<file path="src/rtl/tmux_fir_pkg.sv">
`timescale 1ns/1ps
package tmux_fir_pkg;
  typedef enum logic [1:0] {
    ST_LOAD  = 2'd0,
    ST_SWEEP = 2'd1,
    ST_CLEAR = 2'd2
  } ctrl_state_e;
endpackage

</file>
<file path="src/rtl/tmux_fir_ctrl.sv">
`timescale 1ns/1ps
module tmux_fir_ctrl
  import tmux_fir_pkg::*;
#(
  parameter int TAPS   = 16,
  parameter int ADDR_W = $clog2(TAPS)
) (
  input  logic              clk_i,
  input  logic              rst_ni,
  output ctrl_state_e       state_o,
  output logic [ADDR_W-1:0] addr_o,
  output logic              wen_o,
  output logic              clr_o,
  output logic              mac_en_o,
  output logic              shift_o,
  output logic              valid_o
);
  localparam logic [ADDR_W-1:0] LAST = ADDR_W'(TAPS - 1);

  ctrl_state_e       state_q;
  logic [ADDR_W-1:0] addr_q;
  logic              primed_q;

  always_ff @(posedge clk_i or negedge rst_ni) begin
    if (!rst_ni) begin
      state_q  <= ST_LOAD;
      addr_q   <= '0;
      primed_q <= 1'b0;
    end else begin
      unique case (state_q)
        ST_LOAD: begin
          if (addr_q == LAST) begin
            state_q <= ST_CLEAR;
            addr_q  <= '0;
          end else begin
            addr_q <= addr_q + 1'b1;
          end
        end
        ST_CLEAR: begin
          state_q  <= ST_SWEEP;
          addr_q   <= addr_q + 1'b1;
          primed_q <= 1'b1;
        end
        default: begin
          if (addr_q == LAST) begin
            state_q <= ST_CLEAR;
            addr_q  <= '0;
          end else begin
            addr_q <= addr_q + 1'b1;
          end
        end
      endcase
    end
  end

  assign state_o  = state_q;
  assign addr_o   = addr_q;
  assign wen_o    = (state_q == ST_LOAD);
  assign clr_o    = (state_q == ST_CLEAR);
  assign mac_en_o = (state_q != ST_LOAD);
  // new sample enters on the edge that closes a load or a sweep
  assign shift_o  = (state_q != ST_CLEAR) && (addr_q == LAST);
  assign valid_o  = (state_q == ST_CLEAR) && primed_q;
endmodule

</file>
<file path="src/rtl/tmux_fir_coef_mem.sv">
`timescale 1ns/1ps
module tmux_fir_coef_mem #(
  parameter int TAPS   = 16,
  parameter int COEF_W = 9,
  parameter int ADDR_W = $clog2(TAPS)
) (
  input  logic              clk_i,
  input  logic              rst_ni,
  input  logic              we_i,
  input  logic [ADDR_W-1:0] addr_i,
  input  logic [COEF_W-1:0] wdata_i,
  output logic [COEF_W-1:0] rdata_o
);
  logic [COEF_W-1:0] mem_q [TAPS];

  for (genvar i = 0; i < TAPS; i++) begin : g_word
    always_ff @(posedge clk_i or negedge rst_ni) begin
      if (!rst_ni)                                mem_q[i] <= '0;
      else if (we_i && (addr_i == ADDR_W'(i)))    mem_q[i] <= wdata_i;
    end
  end

  assign rdata_o = mem_q[addr_i];
endmodule

</file>
<file path="src/rtl/tmux_fir_delay.sv">
`timescale 1ns/1ps
module tmux_fir_delay #(
  parameter int TAPS   = 16,
  parameter int DATA_W = 9,
  parameter int ADDR_W = $clog2(TAPS)
) (
  input  logic              clk_i,
  input  logic              rst_ni,
  input  logic              shift_i,
  input  logic [DATA_W-1:0] sample_i,
  input  logic [ADDR_W-1:0] addr_i,
  output logic [DATA_W-1:0] tap_o
);
  logic [DATA_W-1:0] line_q [TAPS];

  for (genvar i = 0; i < TAPS; i++) begin : g_stage
    logic [DATA_W-1:0] din;
    if (i == 0) begin : g_head
      assign din = sample_i;
    end else begin : g_body
      assign din = line_q[i-1];
    end
    always_ff @(posedge clk_i or negedge rst_ni) begin
      if (!rst_ni)      line_q[i] <= '0;
      else if (shift_i) line_q[i] <= din;
    end
  end

  assign tap_o = line_q[addr_i];
endmodule

</file>
<file path="src/rtl/tmux_fir_mac.sv">
`timescale 1ns/1ps
module tmux_fir_mac #(
  parameter int DATA_W = 9,
  parameter int COEF_W = 9,
  parameter int ACC_W  = 18
) (
  input  logic              clk_i,
  input  logic              rst_ni,
  input  logic              en_i,
  input  logic              clr_i,
  input  logic [COEF_W-1:0] coef_i,
  input  logic [DATA_W-1:0] tap_i,
  output logic [ACC_W-1:0]  acc_o
);
  logic signed [ACC_W-1:0] coef_x, tap_x, prod, base, acc_q;

  assign coef_x = ACC_W'($signed(coef_i));
  assign tap_x  = ACC_W'($signed(tap_i));
  assign prod   = coef_x * tap_x;
  assign base   = clr_i ? '0 : acc_q;

  always_ff @(posedge clk_i or negedge rst_ni) begin
    if (!rst_ni)   acc_q <= '0;
    else if (en_i) acc_q <= base + prod;
  end

  assign acc_o = acc_q;
endmodule

</file>
<file path="src/rtl/tmux_fir.sv">
`timescale 1ns/1ps
module tmux_fir
  import tmux_fir_pkg::*;
#(
  parameter int TAPS   = 16,
  parameter int DATA_W = 9,
  parameter int COEF_W = 9,
  parameter int ACC_W  = 18
) (
  input  logic              clk_i,
  input  logic              rst_ni,
  input  logic [COEF_W-1:0] coef_i,
  input  logic [DATA_W-1:0] sample_i,
  output logic [ACC_W-1:0]  result_o,
  output logic              valid_o
);
  localparam int ADDR_W = $clog2(TAPS);

  ctrl_state_e       state_w;
  logic [ADDR_W-1:0] addr_w;
  logic              wen_w, clr_w, mac_en_w, shift_w;
  logic [COEF_W-1:0] coef_rd_w;
  logic [DATA_W-1:0] tap_rd_w;

  tmux_fir_ctrl #(.TAPS(TAPS), .ADDR_W(ADDR_W)) u_ctrl (
    .clk_i, .rst_ni,
    .state_o (state_w),
    .addr_o  (addr_w),
    .wen_o   (wen_w),
    .clr_o   (clr_w),
    .mac_en_o(mac_en_w),
    .shift_o (shift_w),
    .valid_o (valid_o)
  );

  tmux_fir_coef_mem #(.TAPS(TAPS), .COEF_W(COEF_W), .ADDR_W(ADDR_W)) u_coef (
    .clk_i, .rst_ni,
    .we_i   (wen_w),
    .addr_i (addr_w),
    .wdata_i(coef_i),
    .rdata_o(coef_rd_w)
  );

  tmux_fir_delay #(.TAPS(TAPS), .DATA_W(DATA_W), .ADDR_W(ADDR_W)) u_line (
    .clk_i, .rst_ni,
    .shift_i (shift_w),
    .sample_i(sample_i),
    .addr_i  (addr_w),
    .tap_o   (tap_rd_w)
  );

  tmux_fir_mac #(.DATA_W(DATA_W), .COEF_W(COEF_W), .ACC_W(ACC_W)) u_mac (
    .clk_i, .rst_ni,
    .en_i  (mac_en_w),
    .clr_i (clr_w),
    .coef_i(coef_rd_w),
    .tap_i (tap_rd_w),
    .acc_o (result_o)
  );
endmodule

</file>
<file path="config.mk">
export PLATFORM = sky130hd
export DESIGN_NAME = tmux_fir
export DESIGN_NICKNAME = d
export VERILOG_FILES = /design/src/rtl/tmux_fir_pkg.sv /design/src/rtl/tmux_fir_ctrl.sv /design/src/rtl/tmux_fir_coef_mem.sv /design/src/rtl/tmux_fir_delay.sv /design/src/rtl/tmux_fir_mac.sv /design/src/rtl/tmux_fir.sv
export SDC_FILE = /design/constraint.sdc
export NUM_CORES = 1
export LEC_CHECK = 0
export BUFFER_PORTS_ARGS = -buffer_cell sky130_fd_sc_hd__buf_2
export CAP_MARGIN = 20
export CORE_ASPECT_RATIO = 0.5
export CORE_MARGIN = 2
export CORE_UTILIZATION = 55
export CTS_CLUSTER_SIZE = 14
export DETAILED_ROUTE_END_ITERATION = 6
export PLACE_DENSITY = 0.71
export SETUP_SLACK_MARGIN = 0.4
export SYNTH_ARGS = -nofsm -noshare
export SYNTH_HDL_FRONTEND = slang
export SYNTH_SLANG_ARGS = --single-unit
</file>
<file path="constraint.sdc">
create_clock -name clk_i -period 8.81 [get_ports clk_i]
set_input_delay 0.4405 -clock clk_i [delete_from_list [all_inputs] [get_ports clk_i]]
set_output_delay 0.4405 -clock clk_i [all_outputs]
set_load 0.005 [all_outputs]
</file>
# Word level (Yosys, flattened, before mapping)
# Cells that the tools add are included.
# Widths: inputs -> output; s select.
[classes] bitwise=1 order_cmp=1 reduce_logical=22 eq_ne=17 n_mux=11 multipliers=1 n_addsub=2
[op_table] op="$bmux 9 s4" count=2
[op_table] op="$mux 9" count=4
[op_table] op="$eq 4x4->1 const B" count=8
[op_table] op="$add 18x18->18" count=1
[op_table] op="$logic_and 1x1->1" count=18
[op_table] op="$mul 9x9->18" count=1
[op_table] op="$mux 18" count=1
[op_table] op="$eq 4x3->1 const B" count=4
[op_table] op="$eq 4x2->1 const B" count=2
[op_table] op="$mux 4" count=2
[op_table] op="$ge 5x5->1 const B" count=1
[op_table] op="$not 4->5" count=1
[op_table] op="$add 4x1->4 const B" count=1
[op_table] op="$eq 4x1->1 const B" count=1
[op_table] op="$logic_not 4->1" count=1
[op_table] op="$mux 2" count=2
[op_table] op="$reduce_bool 2->1" count=2
[op_table] op="$eq 2x2->1 const B" count=1
[op_table] op="$logic_not 2->1" count=1
[op_table] op="$ne 2x2->1 const B" count=1
[totals] register_bits=313 wordCells=91

# Longest topological paths before layout
[logic_depth] ltp_word=6 depth_mapped=23

# Cells and area by module
# A second synthesis with hierarchy kept.
[hier_totals] hier_cells=1312 area_unflattened_um2=17818.3
[modules_own_cells] mod="tmux_fir_coef_mem" seq_area_each_um2=3603.5 n_inst=1 area_per_inst_um2=6551.3 cells_each=407
[modules_own_cells] mod="tmux_fir_delay" seq_area_each_um2=3603.5 n_inst=1 area_per_inst_um2=6470.0 cells_each=382
[modules_own_cells] mod="tmux_fir_mac" seq_area_each_um2=450.4 n_inst=1 area_per_inst_um2=4516.8 cells_each=501
[modules_own_cells] mod="tmux_fir_ctrl" seq_area_each_um2=175.2 n_inst=1 area_per_inst_um2=280.3 cells_each=22

# Worst setup path after synthesis
# OpenSTA, ideal clock, no wires.
[synth_path] kind="register to register" from="reg u_ctrl.addr_q[1], in the netlist u_ctrl.addr_o[1]" to="reg u_mac.acc_q[15], in the netlist u_mac.acc_o[15]" arrival_ps=6275 setup_slack_ps=2466 stages_incl_launch_ff=21 required_ps=8741 period_less_slack_ps=6344 cell_sequence="dfrtp_1 clkbuf_1 buf_1 mux4_2 mux4_2 nand2_1 fa_1 fa_1 inv_1 fa_1 fa_1 inv_1 fa_1 inv_1 ha_1 clkbuf_1 and3_1 a221oi_1 o31ai_1 or4_1 nand3_1"
[synth_between] elab_chain_len=6 word_cells_on_any_way=9 cone_classes="add/sub: 1; mul: 1; mux: 6; bitwise: 1"
[synth_rtl] item="start, declared" line_no="tmux_fir_ctrl.sv:21" rtl="logic [ADDR_W-1:0] addr_q;"
[synth_rtl] item="start signal, assigned" line_no="tmux_fir_ctrl.sv:36" rtl="addr_q <= addr_q + 1'b1;"
[synth_rtl] item="start signal, assigned" line_no="tmux_fir_ctrl.sv:41" rtl="addr_q <= addr_q + 1'b1;"
[synth_rtl] item="start signal, assigned" line_no="tmux_fir_ctrl.sv:49" rtl="addr_q <= addr_q + 1'b1;"
[synth_rtl] item="$not 4->5 (not written as such) *" line_no="tmux_fir_coef_mem.sv:23, tmux_fir_delay.sv:29"
[synth_rtl] item="$bmux 9 s4, on equally long branches" line_no="tmux_fir_coef_mem.sv:23, tmux_fir_delay.sv:29"
[synth_rtl] item="$mux 9, on equally long branches (2 in a row)" line_no="tmux_fir_coef_mem.sv:23, tmux_fir_delay.sv:29"
[synth_rtl] item="$mul 9x9->18 *" line_no="tmux_fir_mac.sv:19" rtl="assign prod = coef_x * tap_x;"
[synth_rtl] item="$add 18x18->18 *" line_no="tmux_fir_mac.sv:24" rtl="else if (en_i) acc_q <= base + prod;"
[synth_rtl] item="end signal, assigned" line_no="tmux_fir_mac.sv:24"
[synth_rtl] item="end, declared" line_no="tmux_fir_mac.sv:15" rtl="logic signed [ACC_W-1:0] coef_x, tap_x, prod, base, acc_q;"
# Every way passes the cells marked *; elsewhere a longest branch is shown, timed or not. The select of a mux whose other input is x is not followed.
# A chain may end at the register's enable or synchronous reset.

# Worst setup path after layout
[layout_path] from="reg u_ctrl.addr_q[0], in the netlist u_ctrl.addr_o[0]" to="reg u_mac.acc_q[14], in the netlist u_mac.acc_o[14]"
# The elaborated chain is that of the path after synthesis.

==> metrics.md <==
| Metric | Value |
|---|---|
| Outcome | `completed` |
| R2R Path Start | `u_ctrl.addr_o[0]` |
| HP Start | `sample_i[7]` |
| PwrDens | `286 mW/mm^2` |
| CTS Buf Count | `29` |
| Die width | `258 microns` |
| Synth async-reset ratio | `1.00` |
| GPL Wtd Cong | `0.841` |
| Reg area | `0.00784 sq mm` |
| Crit-path max cell delay | `1.06 ns` |
| Placed cells | `1983` |
| Final setup violating endpoints | `0` |
| Syn avg cell area | `11.3 sq um` |
| Port bufs | `38` |
| Syn. warnings | `0` |
| Fin crit period | `7.43 ns` |
| Most common flop cell mapped by yosys | `dfrtp_1` |
| IO Count | `39` |
| Initial antenna violation count | `0` |
| Hold Fails Final Rpt | `0` |
| CTS Root Cell | `clkbuf_16` |
| Max-cap violations | `0` |
| RSZ-0062 raised after global routing | `no` |
| Drt first pass iters | `5` |
| Crit path max fanout | `49` |
| Critical path required time | `9.31 ns` |
| Worst relative slew slack | `0.344` |
| Fin crit share | `0.843` |
| Starting Density | `0.559` |
| Slew Limit Fails | `0` |
| Die footprint | `0.0338 sq mm` |
| CTS tree | `yes` |
| Most common cell on crit path | `fa_1` |
| Cell type with the largest total area after synthesis | `dfrtp_1` |
| H-tree level count | `1` |
| Crit-path leading delay family | `adder cells` |
| Clock Latency Late Sink | `0.58 ns` |
| Final WL | `37600 microns` |
| Reg clk slew, reported paths | `0.06 ns` |
| Synth Cell Area | `0.0177 sq mm` |
| N_diodes | `0` |
| DRT iter0 DRCs | `806` |
| Crit Path Class | `register to register` |
| Total gr overflow | `0` |
| Wire per inst | `18.4 microns` |
| WP buf/inv | `4` |
| Max Freq | `135 MHz` |
| Slowest stage cell, crit path | `dfrtp_4` |
| Syn_nets | `1727` |
| Sinks on Clock Net | `313` |
| Most frequent cells after synthesis | `nand2_1, dfrtp_1, mux2_2, inv_1, mux4_2` |
| Top-area cell type share of the netlist area | `0.442` |
| Ranking of synthesized cells by area | `dfrtp_1, mux4_2, nand2_1` |
| Worst-Margin Slew | `0.984 ns` |
| DRC Markers | `0` |
| Largest net degree at the start of global routing | `119` |
| Die height | `131 microns` |
| Mapped Cells | `1572` |
| CORE AREA | `0.0317 sq mm` |
| Nets@finish | `1740` |
| Critical Path AT | `7.93 ns` |
| Worst Setup End Kind | `register` |
| Vias per inst | `5.60` |
| Fin Setup TNS | `0 ns` |
| Worst vdd ir | `0.354 mV` |
| Clock Skew | `0.0175 ns` |
| Crit. Startpoint | `u_ctrl.addr_o[0]` |
| Worst Hold Class | `input port to register` |
| Leakage | `9.15 nW` |
| Placed wire-length estimate | `25000 microns` |
| Post-route ant nets | `0` |
| #FFs+latches synth | `313` |
| Area Growth Syn to Fin | `8.94%` |
| Register area share after synthesis | `0.442` |
| Post_cts resized | `0` |
| First-pass GRT wire length | `61500 microns` |
| Via count | `11400` |
| Vias in the first global route | `11800` |
| Rows | `46` |
| CP Cell Sequence | `buf_4 -> mux4_2 -> mux4_2 -> nand2_1 -> fa_1 -> fa_1 -> inv_1 -> fa_1 -> fa_1 -> inv_1 -> fa_1 -> inv_1 -> ha_1 -> or2_2 -> or3_1 -> a21oi_1 -> o21ai_0 -> or4b_1 -> nand3_1` |
| Setup crit start kind | `register` |
| # fillers | `2463` |
| Number of flops mapped to enable cells by yosys | `0` |
| Finished Layout Cells | `2039` |
| Total GRT Usage | `0.231` |
| Share of cells above drive strength 1 | `0.217` |
| Multi-input logic area | `0.00911 sq mm` |
| Clock buffer depth | `3` |
| Top-count cell post-synth | `nand2_1` |
| Post-synth cell types | `47` |
tightest hold or removal path, cell delays in order:
cell and delay (ns):
buf_2 0.07, nand2_1 0.04, nand2_1 0.04
layout make-up:
cell class	count	area share
Clock buffer	47	0.0463
Multi-Input combinational cell	1062	0.472
Inverter	122	0.0237
Tap cell	432	0.0280
Timing Repair Buffer	57	0.0202
Clock inverter	6	0.00408
Sequential cell	313	0.406
cells by family (layout without fill, tap and decap cells):
family	after synthesis	in the layout	share of synthesized area
compound gates	52	52	0.0191
xor+xnor	20	20	0.0107
fa+ha+maj	135	135	0.130
buf+inv	197	232	0.0446
flops	313	313	0.442
mux	241	241	0.210
simple gates	614	614	0.144
metal layers:
layer	vias to the layer above	wire, microns	GRT usage
met5	-	0	0
li1	5214	-	-
met4	0	755	0.0578
met3	56	1650	0.0392
met2	243	18700	0.415
met1	5902	16400	0.298
registers in the layout, indices dropped and copies added, names as in the netlist:
| signal | count |
|---|---|
| u_coef.mem_q | 144 |
| u_line.g_stage.din | 135 |
| u_mac.acc_o | 18 |
| u_line.line_q | 9 |
| u_ctrl.addr_o | 4 |
| u_ctrl.state_o | 2 |
| u_ctrl.primed_q | 1 |
stage by stage:
stage	worst slack (ns)	hold slack (ns)	cell area (sq um)	util	total power, mW
after floorplan	2.47	0.145	17700	-	3.67
after global placement	1.45	0.427	18300	0.576	4.15
after detailed placement	1.33	0.440	18300	0.577	4.26
after CTS	1.31	0.0259	19300	0.608	5.55
after global routing	0.898	0.0490	19300	0.609	5.99
final	1.38	0.0470	19300	0.609	5.53
layout by cell type, fill, tap and decap left out, drive strengths merged, types with 3 or more instances in the layout:
master,n
nand2,493
dfrtp,313
mux2,150
inv,123
mux4,89
fa,83
buf,56
and2,53
ha,52
clkbuf,47
nor2,22
nand3,18
o21ai,18
xnor2,13
a21oi,7
xor2,6
a211oi,6
nor3b,6
o21bai,4
a21o,4
o31ai,4
nand2b,3
o21a,3
nor3,3
or3,3
final timing paths:
path | slack, ns | cells past startpoint | to
max | 1.38 | 19 | u_mac.acc_o[14]
min | 0.05 | 3 | u_line.g_stage[1].din[7]
max reg2reg | 1.38 | 19 | u_mac.acc_o[14]
min reg2reg | 0.45 | 2 | u_ctrl.primed_q
max in group asynchronous | 6.04 | 4 | u_ctrl.primed_q
min in group asynchronous | 0.50 | 2 | u_line.g_stage[7].din[6]
report_power, final:
part           switching [mW]  internal (mW)
registers              0.0540           1.55
clock network           0.562          0.725
logic                    1.43           1.21
what timing repair did:
action                                  CTS  global route
hold buffers                              1             0
setup buffers                             0             0
endpoints found under the setup margin    0             0
endpoints found under the hold margin   109             0
Power figures use the tool's default switching activity.
